--- src/rtl/vx_pkg.sv ---
package vx_pkg;

  typedef enum logic [2:0] {
    EXC_NONE   = 3'd0,
    EXC_JUMP   = 3'd1,
    EXC_SRCLEN = 3'd2,
    EXC_DSTLEN = 3'd3,
    EXC_RANGE  = 3'd4
  } exc_e;

endpackage

--- src/rtl/vx_check.sv ---
module vx_check
  import vx_pkg::*;
#(
  parameter int NREG = 32,
  parameter int LENW = 6,
  parameter int VLW = 6,
  parameter int OPW = 7,
  parameter logic [OPW-1:0] JUMP_OP = 7'h67,
  localparam int REGW = $clog2(NREG),
  localparam int SW = REGW + VLW + 1
) (
  input  logic [REGW-1:0]      rd,
  input  logic [REGW-1:0]      rs1,
  input  logic [REGW-1:0]      rs2,
  input  logic [OPW-1:0]       op,
  input  logic [NREG-1:0]      tags,
  input  logic [NREG*LENW-1:0] lens,
  input  logic [VLW-1:0]       vl,
  output exc_e                 exc,
  output logic [VLW-1:0]       count,
  output logic                 tag_d,
  output logic                 tag_1,
  output logic                 tag_2
);

  logic [LENW-1:0] len_a [NREG];

  // unpack the per-register length table
  for (genvar g = 0; g < NREG; g++) begin : g_len
    assign len_a[g] = lens[g*LENW +: LENW];
  end

  logic [LENW-1:0] len_1, len_2, len_d, src_len;
  logic            is_jump, src_mismatch, dst_short, out_of_range;
  logic [REGW-1:0] base_a [3];
  logic            tg_a   [3];

  always_comb begin
    tag_d   = tags[rd];
    tag_1   = tags[rs1];
    tag_2   = tags[rs2];
    len_d   = len_a[rd];
    len_1   = len_a[rs1];
    len_2   = len_a[rs2];
    src_len = tag_1 ? len_1 : len_2;

    if (vl == '0)               count = '0;
    else if (tag_1 || tag_2)    count = vl;
    else                        count = VLW'(1);

    is_jump      = (op == JUMP_OP) && (tag_d || tag_1 || tag_2);
    src_mismatch = tag_1 && tag_2 && (len_1 != len_2);
    dst_short    = tag_d && (tag_1 || tag_2) && (src_len > len_d);

    base_a[0] = rd;  tg_a[0] = tag_d;
    base_a[1] = rs1; tg_a[1] = tag_1;
    base_a[2] = rs2; tg_a[2] = tag_2;
    out_of_range = 1'b0;
    for (int k = 0; k < 3; k++) begin
      if (tg_a[k] && (count != '0) &&
          ((SW'(base_a[k]) + SW'(count) - SW'(1)) > SW'(NREG - 1)))
        out_of_range = 1'b1;
    end

    // smallest code wins
    if (is_jump)           exc = EXC_JUMP;
    else if (src_mismatch) exc = EXC_SRCLEN;
    else if (dst_short)    exc = EXC_DSTLEN;
    else if (out_of_range) exc = EXC_RANGE;
    else                   exc = EXC_NONE;
  end

endmodule

--- src/rtl/vx_sequencer.sv ---
module vx_sequencer #(
  parameter int NREG = 32,
  parameter int VLW = 6,
  parameter int OPW = 7,
  localparam int REGW = $clog2(NREG)
) (
  input  logic            clk,
  input  logic            rst_n,
  input  logic            start,
  input  logic [REGW-1:0] rd,
  input  logic [REGW-1:0] rs1,
  input  logic [REGW-1:0] rs2,
  input  logic [OPW-1:0]  op,
  input  logic            tag_d,
  input  logic            tag_1,
  input  logic            tag_2,
  input  logic [VLW-1:0]  count,
  input  logic            out_ready,
  output logic            busy,
  output logic [REGW-1:0] out_rd,
  output logic [REGW-1:0] out_rs1,
  output logic [REGW-1:0] out_rs2,
  output logic [OPW-1:0]  out_op
);

  logic [REGW-1:0] b_rd, b_rs1, b_rs2;
  logic [OPW-1:0]  op_q;
  logic            td_q, t1_q, t2_q;
  logic [REGW-1:0] idx, last;
  logic            at_last;

  assign at_last = (idx == last);

  always_ff @(posedge clk) begin
    if (!rst_n) begin
      busy  <= 1'b0;
      idx   <= '0;
      last  <= '0;
      b_rd  <= '0;
      b_rs1 <= '0;
      b_rs2 <= '0;
      op_q  <= '0;
      td_q  <= 1'b0;
      t1_q  <= 1'b0;
      t2_q  <= 1'b0;
    end else if (start) begin
      busy  <= 1'b1;
      idx   <= '0;
      // range check guarantees count-1 fits a register number
      last  <= REGW'(count - VLW'(1));
      b_rd  <= rd;
      b_rs1 <= rs1;
      b_rs2 <= rs2;
      op_q  <= op;
      td_q  <= tag_d;
      t1_q  <= tag_1;
      t2_q  <= tag_2;
    end else if (busy && out_ready) begin
      if (at_last) busy <= 1'b0;
      else         idx  <= idx + REGW'(1);
    end
  end

  assign out_rd  = td_q ? b_rd  + idx : b_rd;
  assign out_rs1 = t1_q ? b_rs1 + idx : b_rs1;
  assign out_rs2 = t2_q ? b_rs2 + idx : b_rs2;
  assign out_op  = op_q;

  // a stalled offer holds still
  a_r7_stall_hold: assert property (@(posedge clk) disable iff (!rst_n)
    (busy && !out_ready) |=> (busy && $stable(out_rd) && $stable(out_rs1)
                              && $stable(out_rs2) && $stable(out_op)));

  // a non-final transfer is followed by another offer of the same opcode
  a_r2_run_continues: assert property (@(posedge clk) disable iff (!rst_n)
    (busy && out_ready && !at_last) |=> (busy && $stable(out_op)));

  // a tagged destination advances by one per transfer
  a_r3_rd_steps: assert property (@(posedge clk) disable iff (!rst_n)
    (busy && out_ready && !at_last && td_q) |=> (out_rd == $past(out_rd) + REGW'(1)));

  // an untagged first source stays fixed across transfers
  a_r4_rs1_fixed: assert property (@(posedge clk) disable iff (!rst_n)
    (busy && out_ready && !at_last && !t1_q) |=> (out_rs1 == $past(out_rs1)));

endmodule

--- src/rtl/vx_expander.sv ---
module vx_expander
  import vx_pkg::*;
#(
  parameter int NREG = 32,
  parameter int LENW = 6,
  parameter int VLW = 6,
  parameter int OPW = 7,
  parameter logic [OPW-1:0] JUMP_OP = 7'h67,
  localparam int REGW = $clog2(NREG)
) (
  input  logic                 clk,
  input  logic                 rst_n,
  input  logic                 in_valid,
  output logic                 in_ready,
  input  logic [REGW-1:0]      in_rd,
  input  logic [REGW-1:0]      in_rs1,
  input  logic [REGW-1:0]      in_rs2,
  input  logic [OPW-1:0]       in_op,
  input  logic [VLW-1:0]       in_vl,
  input  logic [NREG-1:0]      vec_tag,
  input  logic [NREG*LENW-1:0] vec_len,
  output logic                 out_valid,
  input  logic                 out_ready,
  output logic [REGW-1:0]      out_rd,
  output logic [REGW-1:0]      out_rs1,
  output logic [REGW-1:0]      out_rs2,
  output logic [OPW-1:0]       out_op,
  output logic                 exc_valid,
  output logic [2:0]           exc_code
);

  exc_e            chk_exc;
  logic [VLW-1:0]  chk_count;
  logic            chk_td, chk_t1, chk_t2;
  logic            busy, accept, start;

  vx_check #(
    .NREG(NREG), .LENW(LENW), .VLW(VLW), .OPW(OPW), .JUMP_OP(JUMP_OP)
  ) u_check (
    .rd(in_rd), .rs1(in_rs1), .rs2(in_rs2), .op(in_op),
    .tags(vec_tag), .lens(vec_len), .vl(in_vl),
    .exc(chk_exc), .count(chk_count),
    .tag_d(chk_td), .tag_1(chk_t1), .tag_2(chk_t2)
  );

  assign in_ready = !busy && out_ready;
  assign accept   = in_valid && in_ready;
  assign start    = accept && (chk_exc == EXC_NONE) && (chk_count != '0);

  vx_sequencer #(
    .NREG(NREG), .VLW(VLW), .OPW(OPW)
  ) u_seq (
    .clk(clk), .rst_n(rst_n), .start(start),
    .rd(in_rd), .rs1(in_rs1), .rs2(in_rs2), .op(in_op),
    .tag_d(chk_td), .tag_1(chk_t1), .tag_2(chk_t2),
    .count(chk_count), .out_ready(out_ready),
    .busy(busy),
    .out_rd(out_rd), .out_rs1(out_rs1), .out_rs2(out_rs2), .out_op(out_op)
  );

  assign out_valid = busy;

  always_ff @(posedge clk) begin
    if (!rst_n) begin
      exc_valid <= 1'b0;
      exc_code  <= 3'd0;
    end else begin
      exc_valid <= accept && (chk_exc != EXC_NONE);
      exc_code  <= (accept && (chk_exc != EXC_NONE)) ? 3'(chk_exc) : 3'd0;
    end
  end

  // an exception pulse never coincides with an issued element
  a_r8_exc_no_issue: assert property (@(posedge clk) disable iff (!rst_n)
    exc_valid |-> !out_valid);

  // the pulse lasts one cycle when no new instruction arrives
  a_r8_single_pulse: assert property (@(posedge clk) disable iff (!rst_n)
    (exc_valid && !in_valid) |=> !exc_valid);

  // an instruction is only taken with no run pending
  a_r1_accept_idle: assert property (@(posedge clk) disable iff (!rst_n)
    (in_valid && in_ready) |-> !out_valid);

  // an empty-length instruction leaves the block idle
  a_r6_empty_idle: assert property (@(posedge clk) disable iff (!rst_n)
    (in_valid && in_ready && in_vl == '0) |=> (!out_valid && !exc_valid
      || exc_valid));

endmodule

--- config.mk ---
export PLATFORM = sky130hd
export DESIGN_NAME = vx_expander
export DESIGN_NICKNAME = d
export VERILOG_FILES = /design/src/rtl/vx_pkg.sv /design/src/rtl/vx_check.sv /design/src/rtl/vx_sequencer.sv /design/src/rtl/vx_expander.sv
export SDC_FILE = /design/constraint.sdc
export NUM_CORES = 1
export LEC_CHECK = 0
export BUFFER_PORTS_ARGS = -buffer_cell sky130_fd_sc_hd__buf_2
export CORE_ASPECT_RATIO = 1.4
export CORE_MARGIN = 2
export CORE_UTILIZATION = 35
export DETAILED_ROUTE_END_ITERATION = 12
export SLEW_MARGIN = 20
export SYNTH_ARGS = -nofsm -noshare
export SYNTH_HDL_FRONTEND = slang
export SYNTH_SLANG_ARGS = --single-unit
--- constraint.sdc ---
create_clock -name clk -period 4.6 [get_ports clk]
set_input_delay 0.23 -clock clk [delete_from_list [all_inputs] [get_ports clk]]
set_output_delay 0.23 -clock clk [all_outputs]
set_load 0.01 [all_outputs]
==> results.py <==
metrics = {
    "finish": {
        "fin_util_pct": 45.3,
        "area_delta_synth_final_pct": 27.9,
        "nets": 1372,
        "layout-drive-gt1-share_pct": 56.5,
        "stdcell_area_sq_um": 11100,
    },
    "placement": {
        "io_buffers": 283,
        "place_area_sq_um": 10900,
        "gp_congestion": 0.925,
        "pre_cts_ws_ns": -0.175,
        "dp_hpwl_um": 28100,
    },
    "global_route": {
        "grt_max_degree": 37,
        "grt.total_usage_pct": 25.3,
        "overflow": 0,
        "first_global_vias": 9172,
        "grt_pass1_wl_um": 50500,
        "antenna_found_initial": 6,
    },
    "timing": {
        "worst_slack_ns": 0.287,
        "setup-violations-final": 0,
        "fin_skew_ns": 0.00253,
        "hold_viol": 0,
        "tightestPinTransition_ns": 0.973,
        "rsz0062_at_grt": "false",
        "drv_slew": 0,
        "whs_ns": 0.218,
        "min_period_ns": 4.31,
        "fin_crit_sh_pct": 93.8,
        "fmax_mhz": 232,
        "relSlewSlack_pct": 34.7,
    },
    "route": {
        "firstDrtPassIters": 5,
        "drtIter0Drc": 635,
        "wl_per_cell_um": 24.0,
        "vias": 8661,
        "viasPerCell": 6.23,
        "drcViolationCount": 0,
        "drtAntennaViolNets": 0,
        "wirelength_um": 33400,
    },
    "worst_setup_path": {
        "critical_path_class": "in -> reg",
        "worstReg2RegStart": "u_seq.idx[4]$_SDFFE_PP0P_",
        "arrival_ns": 4.48,
        "crit_top_cell": "buf_4",
        "slowest_delay_ns": 0.58,
        "r2r_slack_ns": 2.86,
        "rr_worst_depth": 7,
        "crit_path_top_delay_cell": "mux4_2",
        "cp-start-kind": "primary input",
        "crit_chain": "buf_2 > mux4_2 > o22ai_1 > nor4_2 > or2_1 > buf_4 > and2_1 > ha_1 > xor2_1 > nor3_1 > nand3b_1 > o211a_1 > a2111o_1 > a32oi_1 > buf_4 > and4_1 > buf_12 > a21oi_1 > a311oi_2",
        "rr_endpoint": "u_seq.idx[2]$_SDFFE_PP0P_",
        "endpoint_kind": "flip-flop",
        "cp.required_ns": 4.77,
        "critPathMaxFanout": 29,
    },
    "synth": {
        "synth_top_area_cell": "mux4_2",
        "synth_fp_nets": 1058,
        "postSynthAreaPerCell_sq_um": 11.5,
        "synth_area_sq_um": 8710,
        "synth_most_common_cell": "mux4_2",
        "synthTopCellsByArea": "mux4_2 (49%), dfxtp_1 (9.2%), ha_1 (5.2%)",
        "synth-main-ff-cell": "dfxtp_1",
        "ys_seq_area_share_pct": 9.19,
        "async_reset_ff_share_pct": 0,
        "ys.warnings.count": 0,
        "synth.top_cells.by_count": "mux4_2 (188), a21oi_1 (55), dfxtp_1 (40)",
        "synth_top_area_share_pct": 48.6,
        "synth-edff-count": 0,
        "ys_ff_latch": 40,
        "synth_cell_types": 70,
        "synth_cells": 760,
    },
    "power": {
        "power_mw": 2.14,
        "power.density_nw_per_um2": 192,
        "irDropWorstVdd_mv": 0.217,
        "p_leak_nw": 4.61,
    },
    "run": {
        "max_cap_viol_count": 0,
    },
    "outcome": {
        "status": "complete, no violations",
    },
    "clocking": {
        "cts-hold-fix-buffers": 0,
        "cts_sinks": 40,
        "clock_path_buffers": 2,
        "root_buffer": "clkbuf_16",
        "postCtsSetupBuffers": 0,
        "cts_tree": "built",
        "clk_pin_slew_ns": 0.06,
        "htreeDepth": 2,
        "insertion_delay_ns": 0.28,
        "cts_buffers": 5,
    },
    "floorplanning": {
        "ios": 284,
        "die_y_um": 191,
        "design.core.area_sq_um": 24600,
        "die_w_um": 137,
        "start_util_pct": 35.4,
        "row_count": 68,
        "dieArea_sq_um": 26200,
    },
    "worst_hold_path": {
        "hold_end": "u_seq.out_op[0]$_SDFFE_PN0P_",
        "hp-start": "in_op[0]",
        "min_path_cells": 3,
        "hp-class": "in -> reg",
    },
}
[logic make-up (layout without fill, tap and decap cells)]
logic type,Yosys count,count (layout),synth area share [%]
AO/OA/AOI/OAI,166,166,12.4
multiplexers,234,234,54.1
flip-flops,40,40,9.19
buffers and inverters,93,407,5.01
adder cells (fa/ha/maj),42,42,6.55
AND/OR/NAND/NOR,152,152,9.43
other,0,2,0
XOR/XNOR,33,33,3.32
[through the flow]
step | std cells | TNS (ns)
floorplan | 760 | 0
global placement | 1382 | -1.92
detailed placement | 1382 | -4.20
CTS | 1389 | 0
global route | 1390 | 0
finish | 1391 | 0
[worst max-delay path by stage]
| stage | start | end | slack [ns] | cells after the start |
|---|---|---|---|---|
| 2_1_floorplan | in_rd[0] | u_seq.busy$_SDFFE_PN0P_ | 0.11 | 17 |
| 3_3_place_gp | in_rs1[1] | u_seq.last[1]$_SDFFE_PN0P_ | -0.1 | 17 |
| 3_5_place_dp | in_rs1[1] | exc_code[0]$_SDFF_PN0_ | -0.17 | 16 |
| 4_1_cts | in_rs1[1] | exc_code[0]$_SDFF_PN0_ | 0.10 | 16 |
| 5_1_grt | in_rs1[2] | u_seq.out_op[3]$_SDFFE_PN0P_ | 0.002 | 20 |
| 6_report | in_rs1[2] | u_seq.last[3]$_SDFFE_PN0P_ | 0.29 | 19 |
[report_power, final]
part / total, mW / switching (mW) / internal, mW / leakage [nW]
clock network: 0.439 / 0.132 / 0.308 / 0.0899
registers: 0.375 / 0.0131 / 0.362 / 0.323
logic: 1.33 / 0.647 / 0.681 / 4.20
total: 2.14 / 0.792 / 1.35 / 4.61
[sequential cells by signal, indices dropped and copies added (netlist names), 3 cells and up]
register      count
u_seq.b_rs2       5
u_seq.last        5
exc_code          3
u_seq.b_rd        5
u_seq.out_op      7
u_seq.idx         5
u_seq.b_rs1       5
[what timing repair did]
action | CTS | global route
resized for setup | 0 | 8
hold endpoints to repair | 0 | 0
endpoints found under the setup margin | 0 | 38
[critical path: cells and delay by family]
family | cells | cell delay [ns]
AOI/OAI and AO/OA | 6 | 1.27
and+or+nand+nor | 6 | 1.12
muxes | 1 | 0.58
buffers and inverters | 4 | 0.75
adders and majority gates | 1 | 0.34
xor gates and xnor gates | 1 | 0.15
[final cells by class]
class / count / area, sq um
multi-input cells: 627 / 7490
clock inverters: 2 / 60.1
repair buffers: 377 / 2190
flip-flops and latches: 40 / 801
clock buffers: 5 / 125
well taps: 315 / 394
fillers: 2328 / 13400
diodes: 2 / 5.00
inverters: 23 / 86.3
[cells in the final DEF, fill, tap and decap left out, types with 4 or more instances in the layout]
cell | Yosys | layout
buf_12 | 0 | 4
and2_1 | 4 | 4
nor2b_1 | 5 | 5
mux4_2 | 188 | 188
o21ai_1 | 12 | 12
buf_4 | 11 | 93
a21oi_1 | 55 | 54
a21o_1 | 15 | 15
nor4_1 | 10 | 9
o22ai_1 | 24 | 24
nand3b_1 | 8 | 8
o21ai_0 | 21 | 21
nand4_1 | 5 | 5
nand2_1 | 24 | 24
inv_1 | 21 | 21
xor2_1 | 8 | 8
nor3_1 | 12 | 12
a22oi_1 | 4 | 4
nor2_1 | 21 | 21
nand3_1 | 37 | 37
or3_1 | 5 | 5
buf_2 | 19 | 279
clkbuf_16 | 0 | 5
fa_1 | 6 | 6
dfxtp_1 | 40 | 40
or3b_2 | 6 | 6
mux2_2 | 13 | 13
ha_1 | 36 | 36
xnor2_1 | 25 | 25
mux2i_1 | 33 | 33
[per-layer routing]
layer	share of wire, %	global-route usage, %	vias up
met5	0.16	0	-
met4	3.9	8.76	10
met3	7.0	4.33	86
met2	54	47.5	454
met1	35	28.2	4277
li1	-	-	3834
No activity file was read; power rests on OpenSTA's default activity.
